--- config.mk ---
export PLATFORM = sky130hd
export DESIGN_NAME = crc7_cmd_unit
export DESIGN_NICKNAME = d
export VERILOG_FILES = /design/src/rtl/crc7_pkg.sv /design/src/rtl/crc7_step.sv /design/src/rtl/crc7_acc.sv /design/src/rtl/crc7_result.sv /design/src/rtl/crc7_cmd_unit.sv
export SDC_FILE = /design/constraint.sdc
export NUM_CORES = 1
export LEC_CHECK = 0
export BUFFER_PORTS_ARGS = -buffer_cell sky130_fd_sc_hd__buf_4
export CAP_MARGIN = 25
export CORE_ASPECT_RATIO = 1.25
export CORE_MARGIN = 2
export CORE_UTILIZATION = 54
export CTS_BUF_LIST = sky130_fd_sc_hd__clkbuf_8
export CTS_CLUSTER_SIZE = 25
export DETAILED_ROUTE_END_ITERATION = 8
export PLACE_DENSITY = 0.81
export SLEW_MARGIN = 20
export SYNTH_ARGS = -nofsm -noshare
export SYNTH_HDL_FRONTEND = slang
export SYNTH_SLANG_ARGS = --single-unit
--- constraint.sdc ---
create_clock -name clk_i -period 1.7 [get_ports clk_i]
set_input_delay 0.34 -clock clk_i [delete_from_list [all_inputs] [get_ports clk_i]]
set_output_delay 0.34 -clock clk_i [all_outputs]
set_load 0.02 [all_outputs]
--- src/rtl/crc7_pkg.sv ---
package crc7_pkg;
  localparam int unsigned CRC_W  = 7;
  localparam int unsigned BYTE_W = 8;
  localparam logic [CRC_W-1:0] CRC_POLY = 7'h09;
  localparam logic [CRC_W-1:0] CRC_SEED = 7'h7F;
endpackage

--- src/rtl/crc7_step.sv ---
// One full byte through the LFSR, MSB first, unrolled.
module crc7_step #(
  parameter int unsigned CW = crc7_pkg::CRC_W,
  parameter int unsigned DW = crc7_pkg::BYTE_W,
  parameter logic [CW-1:0] POLY = crc7_pkg::CRC_POLY
) (
  input  logic [CW-1:0] crc_i,
  input  logic [DW-1:0] data_i,
  output logic [CW-1:0] crc_o
);
  always_comb begin
    logic [CW-1:0] r;
    logic fb;
    r = crc_i;
    for (int i = DW - 1; i >= 0; i--) begin
      fb = r[CW-1] ^ data_i[i];
      r  = {r[CW-2:0], 1'b0} ^ (fb ? POLY : '0);
    end
    crc_o = r;
  end
endmodule

--- src/rtl/crc7_acc.sv ---
module crc7_acc #(
  parameter int unsigned CW = crc7_pkg::CRC_W,
  parameter int unsigned DW = crc7_pkg::BYTE_W,
  parameter logic [CW-1:0] POLY = crc7_pkg::CRC_POLY,
  parameter logic [CW-1:0] SEED = crc7_pkg::CRC_SEED
) (
  input  logic          clk_i,
  input  logic          rst_ni,
  input  logic          start_i,
  input  logic          take_i,
  input  logic [DW-1:0] data_i,
  output logic [CW-1:0] crc_next_o
);
  logic [CW-1:0] crc_q, base;

  // seed takes effect before a byte offered in the start cycle
  assign base = start_i ? SEED : crc_q;

  crc7_step #(.CW(CW), .DW(DW), .POLY(POLY)) u_step (
    .crc_i (base),
    .data_i(data_i),
    .crc_o (crc_next_o)
  );

  always_ff @(posedge clk_i or negedge rst_ni) begin
    if (!rst_ni)      crc_q <= SEED;
    else if (take_i)  crc_q <= crc_next_o;
    else if (start_i) crc_q <= SEED;
  end

  AST_SEED_LOAD: assert property (@(posedge clk_i) disable iff (!rst_ni)
    (start_i && !take_i) |=> (crc_q == SEED)) else $error("seed");
  AST_IDLE_HOLD: assert property (@(posedge clk_i) disable iff (!rst_ni)
    (!start_i && !take_i) |=> $stable(crc_q)) else $error("hold");
endmodule

--- src/rtl/crc7_result.sv ---
module crc7_result #(
  parameter int unsigned CW = crc7_pkg::CRC_W,
  localparam int unsigned OW = CW + 1
) (
  input  logic          clk_i,
  input  logic          rst_ni,
  input  logic          start_i,
  input  logic          finish_i,
  input  logic          en_i,
  input  logic [CW-1:0] crc_i,
  output logic          valid_o,
  output logic [OW-1:0] byte_o
);
  always_ff @(posedge clk_i or negedge rst_ni) begin
    if (!rst_ni) begin
      valid_o <= 1'b0;
      byte_o  <= '0;
    end else if (finish_i) begin
      valid_o <= en_i;
      byte_o  <= en_i ? {crc_i, 1'b0} : '0;
    end else if (start_i) begin
      valid_o <= 1'b0;
      byte_o  <= '0;
    end
  end

  AST_BIT0_ZERO: assert property (@(posedge clk_i) disable iff (!rst_ni)
    byte_o[0] == 1'b0) else $error("bit0");
  AST_HOLD_RESULT: assert property (@(posedge clk_i) disable iff (!rst_ni)
    (valid_o && !start_i) |=> (valid_o && $stable(byte_o))) else $error("hold");
  AST_NO_CSUM_OFF: assert property (@(posedge clk_i) disable iff (!rst_ni)
    (finish_i && !en_i) |=> (!valid_o && byte_o == '0)) else $error("off");
endmodule

--- src/rtl/crc7_cmd_unit.sv ---
module crc7_cmd_unit #(
  parameter int unsigned CW = crc7_pkg::CRC_W,
  parameter int unsigned DW = crc7_pkg::BYTE_W,
  parameter logic [CW-1:0] POLY = crc7_pkg::CRC_POLY,
  parameter logic [CW-1:0] SEED = crc7_pkg::CRC_SEED,
  localparam int unsigned OW = CW + 1
) (
  input  logic          clk_i,
  input  logic          rst_ni,
  input  logic          start_i,
  input  logic          valid_i,
  input  logic [DW-1:0] data_i,
  input  logic          last_i,
  input  logic          crc_en_i,
  output logic          ready_o,
  output logic          crc_valid_o,
  output logic [OW-1:0] crc_byte_o
);
  logic          open_q, take, finish;
  logic [CW-1:0] crc_next;

  assign ready_o = open_q | start_i;
  assign take    = valid_i & ready_o;
  assign finish  = take & last_i;

  always_ff @(posedge clk_i or negedge rst_ni) begin
    if (!rst_ni)      open_q <= 1'b0;
    else if (finish)  open_q <= 1'b0;
    else if (start_i) open_q <= 1'b1;
  end

  crc7_acc #(.CW(CW), .DW(DW), .POLY(POLY), .SEED(SEED)) u_acc (
    .clk_i     (clk_i),
    .rst_ni    (rst_ni),
    .start_i   (start_i),
    .take_i    (take),
    .data_i    (data_i),
    .crc_next_o(crc_next)
  );

  crc7_result #(.CW(CW)) u_res (
    .clk_i   (clk_i),
    .rst_ni  (rst_ni),
    .start_i (start_i),
    .finish_i(finish),
    .en_i    (crc_en_i),
    .crc_i   (crc_next),
    .valid_o (crc_valid_o),
    .byte_o  (crc_byte_o)
  );

  AST_VALID_AFTER_LAST: assert property (@(posedge clk_i) disable iff (!rst_ni)
    (valid_i && ready_o && last_i && crc_en_i) |=> crc_valid_o) else $error("late");
  AST_START_CLEARS: assert property (@(posedge clk_i) disable iff (!rst_ni)
    (start_i && !(valid_i && last_i)) |=> !crc_valid_o) else $error("clr");
  AST_CLOSED_IGNORES: assert property (@(posedge clk_i) disable iff (!rst_ni)
    !ready_o |=> $stable(crc_byte_o)) else $error("closed");
  AST_START_OPENS: assert property (@(posedge clk_i) disable iff (!rst_ni)
    start_i |-> ready_o) else $error("open");
endmodule

==> qor.csv <==
stage,metric,value,unit
cts,clk_pin_slew,0.06,ns
logic_synthesis,synth_top_area_share,24.2,%
timing,rsz0062_at_grt,no,
route,avgRoutedWirePerCell,15.5,um
floorplan,start_util,58.2,%
setup_path,critPathTopFamily,flip-flops,
timing,skew,0.00469,ns
cts,cts_root_buffer,clkbuf_8,
logic_synthesis,postSynthAreaPerCell,10.5,um^2
setup_path,worst_path_max_delay_cell,dfstp_2,
status,run_status,finished clean,
floorplan,fp-row-count,16,
pwr,peakVddDrop,0.953,mV
timing,setup_viol,0,
route,vias_per_cell,5.57,
floorplan,die-area,2080,um^2
grt,grt-ovfl-total,0,
timing,post-route-period-util,93.7,%
setup_path,startpoint_type,flip-flop,
grt,grt_usage,25.0,%
hold_path,min_path_type,input pin to flip-flop,
timing,period_minus_slack,1.59,ns
cts,clock-sinks,16,
floorplan,fp.dieW,41.2,um
floorplan,die_y,50.5,um
logic_synthesis,syn_nets,103,
cts,cts_setup_buffers,0,
route,wl,2110,um
layout,layout-drive-gt1-share,36.4,%
cts,cts.path.max_buffers,2,
cts,cts_buffers,3,
logic_synthesis,syn-cell-area,932,um^2
logic_synthesis,muxShareOfSynthArea,2.15,%
grt,grt_first_pass_wirelength,3380,um
timing,setup_tns,0,ns
timing,fmax,628,MHz
timing,layout_setup_ws,0.108,ns
placed_design,hpwl,1680,um
logic_synthesis,synth_compound_area_share,17.7,%
layout,antenna_cells,0,
layout,syn2layout_area_growth,30.1,%
grt,antenna_found_initial,0,
setup_path,slowest_delay,0.59,ns
pwr,p_leak,0.563,nW
pwr,power,1.47,mW
logic_synthesis,synthXorXnorAreaFrac,21.9,%
setup_path,worstPathArrival,1.79,ns
route,drc,0,
logic_synthesis,yosys.area.top_type,dfrtp_1,
setup_path,crit_chain,"xnor2_1, or3_1, a2111o_1, nand3_1",
logic_synthesis,synth_top_family_by_area,XOR/XNOR gates,
logic_synthesis,syn_inst,89,
route,firstDrtPassIters,4,
setup_path,cp-end-kind,flip-flop,
logic_synthesis,synth_simple_gate_area_share,11.7,%
timing,drv_slew,0,
logic_synthesis,ys_top_cells_by_area,"dfrtp_1, dfstp_2, xnor3_1",
grt,grt_pass1_vias,787,
job,drv_cap,0,
timing,hold_slack,0.286,ns
pwr,power.density,1220,nW/um^2
logic_synthesis,synth_seq_area_share,43.9,%
logic_synthesis,synth_cell_types,28,
grt,grt_max_degree,17,
placed_design,numPortBuffers,22,
placed_design,place_congestion,0.730,
route,drt-initial-drc-count,24,
floorplan,io_pins,24,
layout,final_nets,133,
cts,cts_max_level,1,
timing,finalHoldViolCount,0,
logic_synthesis,yosys_warnings,0,
setup_path,cp_max_fo,4,
setup_path,crit_buf_inv,0,
logic_synthesis,synth_fa_ha_area_share,0,%
setup_path,cp.required,1.90,ns
route,postRouteAntennaNets,0,
cts,cts_tree,yes,
logic_synthesis,ys_ff_latch,16,
route,vias,758,
floorplan,core_area,1600,um^2
placed_design,detailedPlace.worstSlack,0.0601,ns
cts,clock_latency,0.26,ns
setup_path,crit_type,flip-flop to flip-flop,
[sequential cells by signal, summed over array words and instances, names as in the netlist]
name / cells
open_q: 1
u_res.byte_o: 7
u_acc.crc_q: 7
u_res.valid_o: 1
[cell families after synthesis]
family / Yosys count
buf+inv: 4
other cells: 1
compound gates: 25
flops: 16
simple gates: 24
xor+xnor: 17
mux: 2
[cells in the final DEF, fill, tap and decap left out]
master	n
a2111o_1	1
a2111oi_2	1
a211oi_1	1
a21boi_0	1
a21o_1	2
a21oi_2	1
a221o_1	1
a221oi_1	1
a31oi_1	1
and3_4	1
buf_4	27
clkbuf_8	4
conb_1	1
dfrtp_1	9
dfstp_2	7
dlygate4sd3_1	1
inv_1	1
mux2i_1	2
nand2_1	10
nand3_1	3
nand4_1	1
nor2_1	7
o21ai_0	12
o21ai_1	3
or2_2	1
or3_1	1
xnor2_1	8
xnor3_1	4
xor2_1	4
xor2_2	1
[timing repair]
action | in CTS | in global routing
hold endpoints to repair | 9 | 0
resized for setup | 0 | 1
setup endpoints to repair | 0 | 1
hold buffers | 1 | 0
[layer usage]
metal	vias to the layer above	global-route usage, %	wire, um
met1	369	28.7	789
met5	-	0	0
met4	0	11.3	44
li1	367	-	-
met2	17	41.9	1200
met3	5	5.31	74
[metrics by stage]
step,cells,util (%),area (um^2)
after floorplan,89,-,932
after global placement,131,71.2,1140
after detailed placement,131,71.2,1140
after CTS,136,75.2,1200
after global routing,136,75.7,1210
final,136,75.7,1210
[final cells by class]
type | instances | area (um^2)
clock buffer | 4 | 55.1
fill | 110 | 389
inverter | 1 | 3.75
multi-input combinational | 69 | 509
sequential | 16 | 409
tap | 18 | 22.5
timing repair buffer | 28 | 213
[power by group]
group | internal [mW] | total, mW | switching (mW)
clock network | 0.206 | 0.345 | 0.139
logic | 0.279 | 0.567 | 0.288
registers | 0.498 | 0.562 | 0.0645
total | 0.983 | 1.47 | 0.492
[cell usage after synthesis, drive strengths merged]
cell	count
a21o	2
xnor3	4
a221oi	1
a2111o	1
a221o	1
mux2i	2
inv	1
a211oi	1
o21ai	15
nand4	1
buf	3
a2111oi	1
a31oi	1
xor2	5
and3	1
xnor2	8
nand3	3
conb	1
or2	1
dfstp	7
or3	1
nor2	7
a21boi	1
a21oi	1
nand2	10
dfrtp	9
[final timing paths]
path | start | endpoint | slack (ns) | depth (start not counted)
setup / recovery | u_acc.crc_q[6]$_DFF_PN1_ | u_res.byte_o[4]$_DFFE_PN0P_ | 0.11 | 4
hold / removal | last_i | open_q$_DFFE_PN0P_ | 0.29 | 2
setup reg to reg | u_acc.crc_q[6]$_DFF_PN1_ | u_res.byte_o[4]$_DFFE_PN0P_ | 0.11 | 4
hold reg to reg | u_res.valid_o$_DFFE_PN0P_ | u_res.valid_o$_DFFE_PN0P_ | 0.48 | 2
max in group asynchronous | rst_ni | u_acc.crc_q[1]$_DFF_PN1_ | 0.97 | 2
min in group asynchronous | rst_ni | u_res.byte_o[3]$_DFFE_PN0P_ | 0.47 | 2
[worst register-to-register path, stage by stage, from the launching register on]
cell	delay (ns)
dfstp_2	0.59
xnor2_1	0.10
or3_1	0.34
a2111o_1	0.42
nand3_1	0.08
No activity file was read; power rests on OpenSTA's default activity.
